$ cat src/rtl/autoinc_prog_pkg.sv
package autoinc_prog_pkg;
  localparam logic [7:0] OP_BYTE_PROG = 8'h02;
  localparam logic [7:0] OP_AUTO_PROG = 8'hAF;
  localparam logic [7:0] OP_WR_DIS    = 8'h04;
  localparam logic [7:0] ERASED_BYTE  = 8'hFF;
endpackage

$ cat src/rtl/prog_timer.sv
module prog_timer #(
  parameter int unsigned CYCLES = 1000
) (
  input  logic clk_i,
  input  logic rst_ni,
  input  logic start_i,
  output logic busy_o,
  output logic done_o
);
  localparam int unsigned CW = $clog2(CYCLES + 1);

  logic [CW-1:0] cnt_q;
  logic          busy_q;

  always_ff @(posedge clk_i or negedge rst_ni) begin
    if (!rst_ni) begin
      cnt_q  <= '0;
      busy_q <= 1'b0;
    end else if (start_i && !busy_q) begin
      busy_q <= 1'b1;
      cnt_q  <= CW'(CYCLES - 1);
    end else if (busy_q) begin
      if (cnt_q == '0) busy_q <= 1'b0;
      else             cnt_q  <= cnt_q - 1'b1;
    end
  end

  assign busy_o = busy_q;
  assign done_o = busy_q && (cnt_q == '0);
endmodule

$ cat src/rtl/prog_cmd_decode.sv
module prog_cmd_decode
  import autoinc_prog_pkg::*;
#(
  parameter int unsigned AW = 8
) (
  input  logic          valid_i,
  input  logic [7:0]    opcode_i,
  input  logic          addr_ok_i,
  input  logic          data_ok_i,
  input  logic [AW-1:0] addr_i,
  input  logic          wel_i,
  input  logic          busy_i,
  input  logic          aai_i,
  input  logic [AW-1:0] ptr_i,
  input  logic [AW:0]   bound_i,
  output logic          start_o,
  output logic          start_aai_o,
  output logic [AW-1:0] tgt_addr_o,
  output logic          wrdi_o
);
  logic idle_cmd, addr_free, ptr_free, full_form;
  logic bp_ok, aai_first, aai_next;

  always_comb begin
    idle_cmd  = valid_i && !busy_i;
    addr_free = {1'b0, addr_i} < bound_i;
    ptr_free  = {1'b0, ptr_i} < bound_i;
    full_form = addr_ok_i && data_ok_i;

    bp_ok     = idle_cmd && (opcode_i == OP_BYTE_PROG) && full_form && !aai_i
                && wel_i && addr_free;
    aai_first = idle_cmd && (opcode_i == OP_AUTO_PROG) && full_form && !aai_i
                && wel_i && addr_free;
    // continuation: data only, address implied by pointer
    aai_next  = idle_cmd && (opcode_i == OP_AUTO_PROG) && aai_i && !addr_ok_i
                && data_ok_i && ptr_free;

    start_o     = bp_ok || aai_first || aai_next;
    start_aai_o = aai_first;
    tgt_addr_o  = aai_next ? ptr_i : addr_i;
    wrdi_o      = idle_cmd && (opcode_i == OP_WR_DIS);
  end
endmodule

$ cat src/rtl/byte_array.sv
module byte_array
  import autoinc_prog_pkg::*;
#(
  parameter int unsigned AW = 8
) (
  input  logic          clk_i,
  input  logic          rst_ni,
  input  logic          we_i,
  input  logic [AW-1:0] waddr_i,
  input  logic [7:0]    wdata_i,
  input  logic [AW-1:0] raddr_i,
  output logic [7:0]    rdata_o
);
  localparam int unsigned DEPTH = 1 << AW;

  logic [7:0] mem_q [DEPTH];

  always_ff @(posedge clk_i or negedge rst_ni) begin
    if (!rst_ni) begin
      for (int i = 0; i < DEPTH; i++) mem_q[i] <= ERASED_BYTE;
    end else if (we_i) begin
      mem_q[waddr_i] <= mem_q[waddr_i] & wdata_i;
    end
  end

  assign rdata_o = mem_q[raddr_i];
endmodule

$ cat src/rtl/autoinc_prog_seq.sv
module autoinc_prog_seq
  import autoinc_prog_pkg::*;
#(
  parameter int unsigned AW          = 8,
  parameter int unsigned PROG_CYCLES = 1000
) (
  input  logic          clk_i,
  input  logic          rst_ni,
  input  logic          cmd_valid_i,
  input  logic [7:0]    cmd_opcode_i,
  input  logic          cmd_addr_ok_i,
  input  logic          cmd_data_ok_i,
  input  logic [AW-1:0] cmd_addr_i,
  input  logic [7:0]    cmd_data_i,
  input  logic          wel_i,
  input  logic [AW:0]   prot_bound_i,
  input  logic [AW-1:0] rd_addr_i,
  output logic [7:0]    rd_data_o,
  output logic          busy_o,
  output logic          aai_o,
  output logic          wel_clr_o
);
  logic          busy, done, start, start_aai, wrdi;
  logic [AW-1:0] tgt_addr;
  logic          aai_q, pend_aai_q, wel_clr_q;
  logic [AW-1:0] ptr_q, pend_addr_q;
  logic [7:0]    pend_data_q;
  logic          at_top;

  prog_cmd_decode #(.AW(AW)) u_dec (
    .valid_i    (cmd_valid_i),
    .opcode_i   (cmd_opcode_i),
    .addr_ok_i  (cmd_addr_ok_i),
    .data_ok_i  (cmd_data_ok_i),
    .addr_i     (cmd_addr_i),
    .wel_i      (wel_i),
    .busy_i     (busy),
    .aai_i      (aai_q),
    .ptr_i      (ptr_q),
    .bound_i    (prot_bound_i),
    .start_o    (start),
    .start_aai_o(start_aai),
    .tgt_addr_o (tgt_addr),
    .wrdi_o     (wrdi)
  );

  prog_timer #(.CYCLES(PROG_CYCLES)) u_tmr (
    .clk_i  (clk_i),
    .rst_ni (rst_ni),
    .start_i(start),
    .busy_o (busy),
    .done_o (done)
  );

  byte_array #(.AW(AW)) u_arr (
    .clk_i  (clk_i),
    .rst_ni (rst_ni),
    .we_i   (done),
    .waddr_i(pend_addr_q),
    .wdata_i(pend_data_q),
    .raddr_i(rd_addr_i),
    .rdata_o(rd_data_o)
  );

  // last unprotected byte reached: no wrap, session ends
  assign at_top = ({1'b0, pend_addr_q} == (prot_bound_i - 1'b1));

  always_ff @(posedge clk_i or negedge rst_ni) begin
    if (!rst_ni) begin
      aai_q       <= 1'b0;
      ptr_q       <= '0;
      pend_addr_q <= '0;
      pend_data_q <= ERASED_BYTE;
      pend_aai_q  <= 1'b0;
      wel_clr_q   <= 1'b0;
    end else begin
      wel_clr_q <= 1'b0;
      if (start) begin
        pend_addr_q <= tgt_addr;
        pend_data_q <= cmd_data_i;
        pend_aai_q  <= start_aai || aai_q;
        if (start_aai) aai_q <= 1'b1;
      end
      if (done) begin
        if (pend_aai_q) begin
          ptr_q <= pend_addr_q + 1'b1;
          if (at_top) begin
            aai_q     <= 1'b0;
            wel_clr_q <= 1'b1;
          end
        end else begin
          wel_clr_q <= 1'b1;
        end
      end
      if (wrdi) begin
        aai_q     <= 1'b0;
        wel_clr_q <= 1'b1;
      end
    end
  end

  assign busy_o    = busy;
  assign aai_o     = aai_q;
  assign wel_clr_o = wel_clr_q;
endmodule

$ cat config.mk
export PLATFORM = sky130hd
export DESIGN_NAME = autoinc_prog_seq
export DESIGN_NICKNAME = d
export VERILOG_FILES = /design/src/rtl/autoinc_prog_pkg.sv /design/src/rtl/prog_timer.sv /design/src/rtl/prog_cmd_decode.sv /design/src/rtl/byte_array.sv /design/src/rtl/autoinc_prog_seq.sv
export SDC_FILE = /design/constraint.sdc
export NUM_CORES = 2
export LEC_CHECK = 0
export ABC_CLOCK_PERIOD_IN_PS = 6600
export CAP_MARGIN = 10
export CORE_MARGIN = 4
export CORE_UTILIZATION = 60
export CTS_BUF_LIST = sky130_fd_sc_hd__clkbuf_4 sky130_fd_sc_hd__clkbuf_8 sky130_fd_sc_hd__clkbuf_16
export DETAILED_ROUTE_END_ITERATION = 10
export DONT_BUFFER_PORTS = 1
export PLACE_DENSITY = 0.76
export SLEW_MARGIN = 15
export SYNTH_ARGS = -nofsm -noshare
export SYNTH_HDL_FRONTEND = slang
export SYNTH_SLANG_ARGS = --single-unit
$ cat constraint.sdc
create_clock -name clk_i -period 6.6 [get_ports clk_i]
set_input_delay 0.66 -clock clk_i [delete_from_list [all_inputs] [get_ports clk_i]]
set_output_delay 0.66 -clock clk_i [all_outputs]
set_load 0.1 [all_outputs]
==> flow_summary.yaml <==
sta:
  tightest_slew_ps: 1740
  rsz0062_at_grt: "no"
  slew_headroom_pct: -16.2
  setup_violations: 0
  finalHoldViolations: 0
  fmax_mhz: 187
  period_share_pct: 80.9
  slew_viol_final: 81
  finClkSkew_ps: 37.2
  finalSetupTns_ps: 0
  period_needed_ps: 5340
global_routing:
  overflow: 0
  grt_use_total_pct: 35.8
  grt_pass1_vias: 74100
  grt_max_degree: 513
  grt_pass1_wl_mm: 521
  antenna_found_initial: 17
cts:
  path_clk_slew_ps: 60
  clock_latency_ps: 890
  cts.sinks: 2086
  cts_buffers: 219
  htreeDepth: 4
  clock_path_buffers: 3
  cts_tree: "done"
  root_buffer: "clkbuf_16"
floorplan:
  start_util_pct: 60.5
  row_count: 160
  coreArea_um2: 191000
  dieArea_um2: 200000
  die_x_um: 447
  num_io_pins: 58
  die_h_um: 447
synthesis:
  yosys.area_share.simple_pct: 3.18
  synth_edf_count: 0
  synth.most_common_cell: "dfstp_2"
  synth-xor-area-share_pct: 0.114
  netlist_area_um2: 115000
  synth_ff_type: "dfstp_2"
  synth_compound_area_share_pct: 3.18
  synth_nets: 7480
  yosysWarnings: 0
  synth_top_family_by_area: "multiplexers"
  synthAdderAreaFrac_pct: 0.217
  synth_cells: 7413
  synth_area_leaders: "dfstp_2 (47%), mux4_2 (22%), mux2_2 (19%)"
  synth_top_area_cell: "dfstp_2"
  yosys.cell_types.count: 72
  synth_common_cells: "dfstp_2 (2056), mux2_2 (1929), mux4_2 (1107)"
  synth_top_area_share_pct: 46.8
  synth_mux_area_share_pct: 43.0
  syn_area_per_cell_um2: 15.6
  async_flop_share_pct: 100
  yosys_register_bits: 2086
  synth_seq_area_share_pct: 47.4
pwr:
  p_sw_w: 0.00584
  leakage_nw: 47.2
  p_per_area_nw_per_um2: 212
  p_int_w: 0.0208
  sw_frac_of_total_pct: 21.9
  combPwrFrac_pct: 2.8
  power.share.sequential_pct: 48.3
  vdd_drop_max_uv: 289
  p_clk_share_pct: 48.8
critical_path:
  worstSetupStartpointType: "flip-flop"
  worst-r2r-cell-count: 9
  arrival_ps: 6140
  r2r-end: "u_arr.mem_q[1119]$_DFFE_PN1P_"
  reg2reg_from: "pend_addr_q[0]$_DFFE_PN0N_"
  critPathCaptureType: "flip-flop"
  cp_max_fo: 69
  timing.reg2reg.setup_slack_ps: 1260
  crit_required_ps: 7400
  critPathKind: "flip-flop to flip-flop"
layout:
  layout-drive-gt1-share_pct: 80.0
  fin_util_pct: 65.8
  multi_input_area_um2: 57700
  ff_latch_area_um2: 54800
  final_nets: 7205
  fillCellCount: 12900
  syn_to_final_growth_pct: 8.64
placement:
  dp_hpwl_mm: 228
  portBuffers: 0
  place_congestion: 1.01
status:
  violations: "slew limit"
  status: "finished with violations"
drt:
  detail_route.first_pass.iterations: 6
  viasPerCell: 7.39
  drt-total-wl_mm: 355
  remaining_drc_errors: 0
  routedWlPerCell_um: 36.1
  detail-route-antenna-nets: 0
  drt_iter0_markers: 8152
  num_vias: 72700
min_path:
  hp-class: "primary input to async pin"
flow_run:
  maxCapViolCount: 0
==> placed cells by master (no fill, tap or decap), types with 11 or more instances in the layout <==
cell type / count
dfstp_2: 2056
mux2_2: 1929
mux4_2: 1107
mux2i_1: 301
clkbuf_16: 222
nand2_1: 209
o21ai_0: 172
buf_4: 130
o31ai_1: 99
nor2_2: 94
nor2_1: 86
a22oi_1: 84
nand3_1: 64
o22ai_1: 55
clkbuf_8: 53
clkbuf_4: 53
a21oi_1: 47
and3_1: 43
clkinv_2: 30
dfrtp_1: 26
inv_1: 23
nand2_2: 23
nor2_4: 22
buf_12: 21
ha_1: 20
dlygate4sd3_1: 20
a31oi_1: 18
nand4_1: 17
nor3_1: 17
bufinv_16: 17
buf_16: 17
xnor2_1: 13
and2_1: 13
diode_2: 12
a311oi_4: 11
==> cells by family (layout without fill, tap and decap cells) <==
| logic type | Yosys count | after routing |
|---|---|---|
| mux | 3338 | 3338 |
| flops | 2086 | 2086 |
| buf+inv | 711 | 612 |
| simple gates | 678 | 678 |
| compound gates | 565 | 565 |
| fa+ha+maj | 20 | 20 |
| xor+xnor | 15 | 15 |
| other cells | 0 | 12 |
==> layout make-up <==
cell class                 count  share of cell area [%]
sequential                  2086                    43.7
timing repair buffer         189                    1.65
clock buffer                 328                    5.33
antenna                       12                  0.0239
tap                         2511                    2.50
clock inverter                69                   0.728
multi-input combinational   4616                    46.0
inverter                      26                  0.0798
==> through the flow <==
stage               total power [W]  hold slack, ps  instances  worst slack (ps)  instance area, µm²
global placement             0.0138             458       9400              1010              117000
detailed placement           0.0138             466       9403              1430              117000
CTS                          0.0268            84.1       9821              1410              125000
finish                       0.0266            41.8       9837              1260              125000
floorplan                    0.0136             364       7413              2440              115000
global route                 0.0274            95.6       9827              1160              125000
==> worst max-delay path, stage by stage (launching register included) <==
cell      delay (ps)
dfrtp_4         1040
buf_12           460
mux4_2           590
o211ai_1         680
o211ai_1         170
or4_1            680
o311ai_1         500
o211ai_1         210
buf_4            400
mux2_2           390
==> metal layers <==
| metal | up-vias | global-route usage [%] | wire length, µm |
|---|---|---|---|
| met5 | - | 0.415 | 218 |
| met4 | 18 | 18.1 | 21200 |
| met3 | 927 | 11.5 | 39300 |
| met2 | 4008 | 52.4 | 159000 |
| met1 | 39300 | 48.2 | 136000 |
| li1 | 28400 | - | - |
==> power by group through the flow <==
stage / clock network (W) / registers, W / logic [W]
finish: 0.0130 / 0.0129 / 0.000756
CTS: 0.0131 / 0.0129 / 0.000743
global route: 0.0137 / 0.0129 / 0.000800
floorplan: 0 / 0.0131 / 0.000531
global placement: 0 / 0.0131 / 0.000698
detailed placement: 0 / 0.0131 / 0.000714
==> sequential cells by signal (all words and copies together) (netlist names) <==
register      count
pend_data_q       8
ptr_q             8
u_tmr.busy_o      1
aai_o             1
pend_addr_q       8
u_tmr.cnt_q      10
pend_aai_q        1
u_arr.mem_q    2048
wel_clr_o         1
==> repair_timing <==
| action | CTS | global route |
|---|---|---|
| hold buffers | 21 | 0 |
| buffers inserted | 0 | 0 |
| hold endpoints to repair | 142 | 0 |
| gates resized for setup | 0 | 0 |
==> worst max-delay path by stage <==
| stage | start | end |
|---|---|---|
| floorplan | rd_addr_i[0] | rd_data_o[2] |
| CTS | pend_addr_q[0]$_DFFE_PN0N_ | u_arr.mem_q[1223]$_DFFE_PN1P_ |
| finish | pend_addr_q[0]$_DFFE_PN0N_ | u_arr.mem_q[1119]$_DFFE_PN1P_ |
| detailed placement | pend_addr_q[0]$_DFFE_PN0N_ | u_arr.mem_q[1223]$_DFFE_PN1P_ |
| global route | pend_addr_q[0]$_DFFE_PN0N_ | u_arr.mem_q[1071]$_DFFE_PN1P_ |
| global placement | pend_addr_q[0]$_DFFE_PN0N_ | u_arr.mem_q[899]$_DFFE_PN1P_ |
No activity file was read; power rests on OpenSTA's default activity.
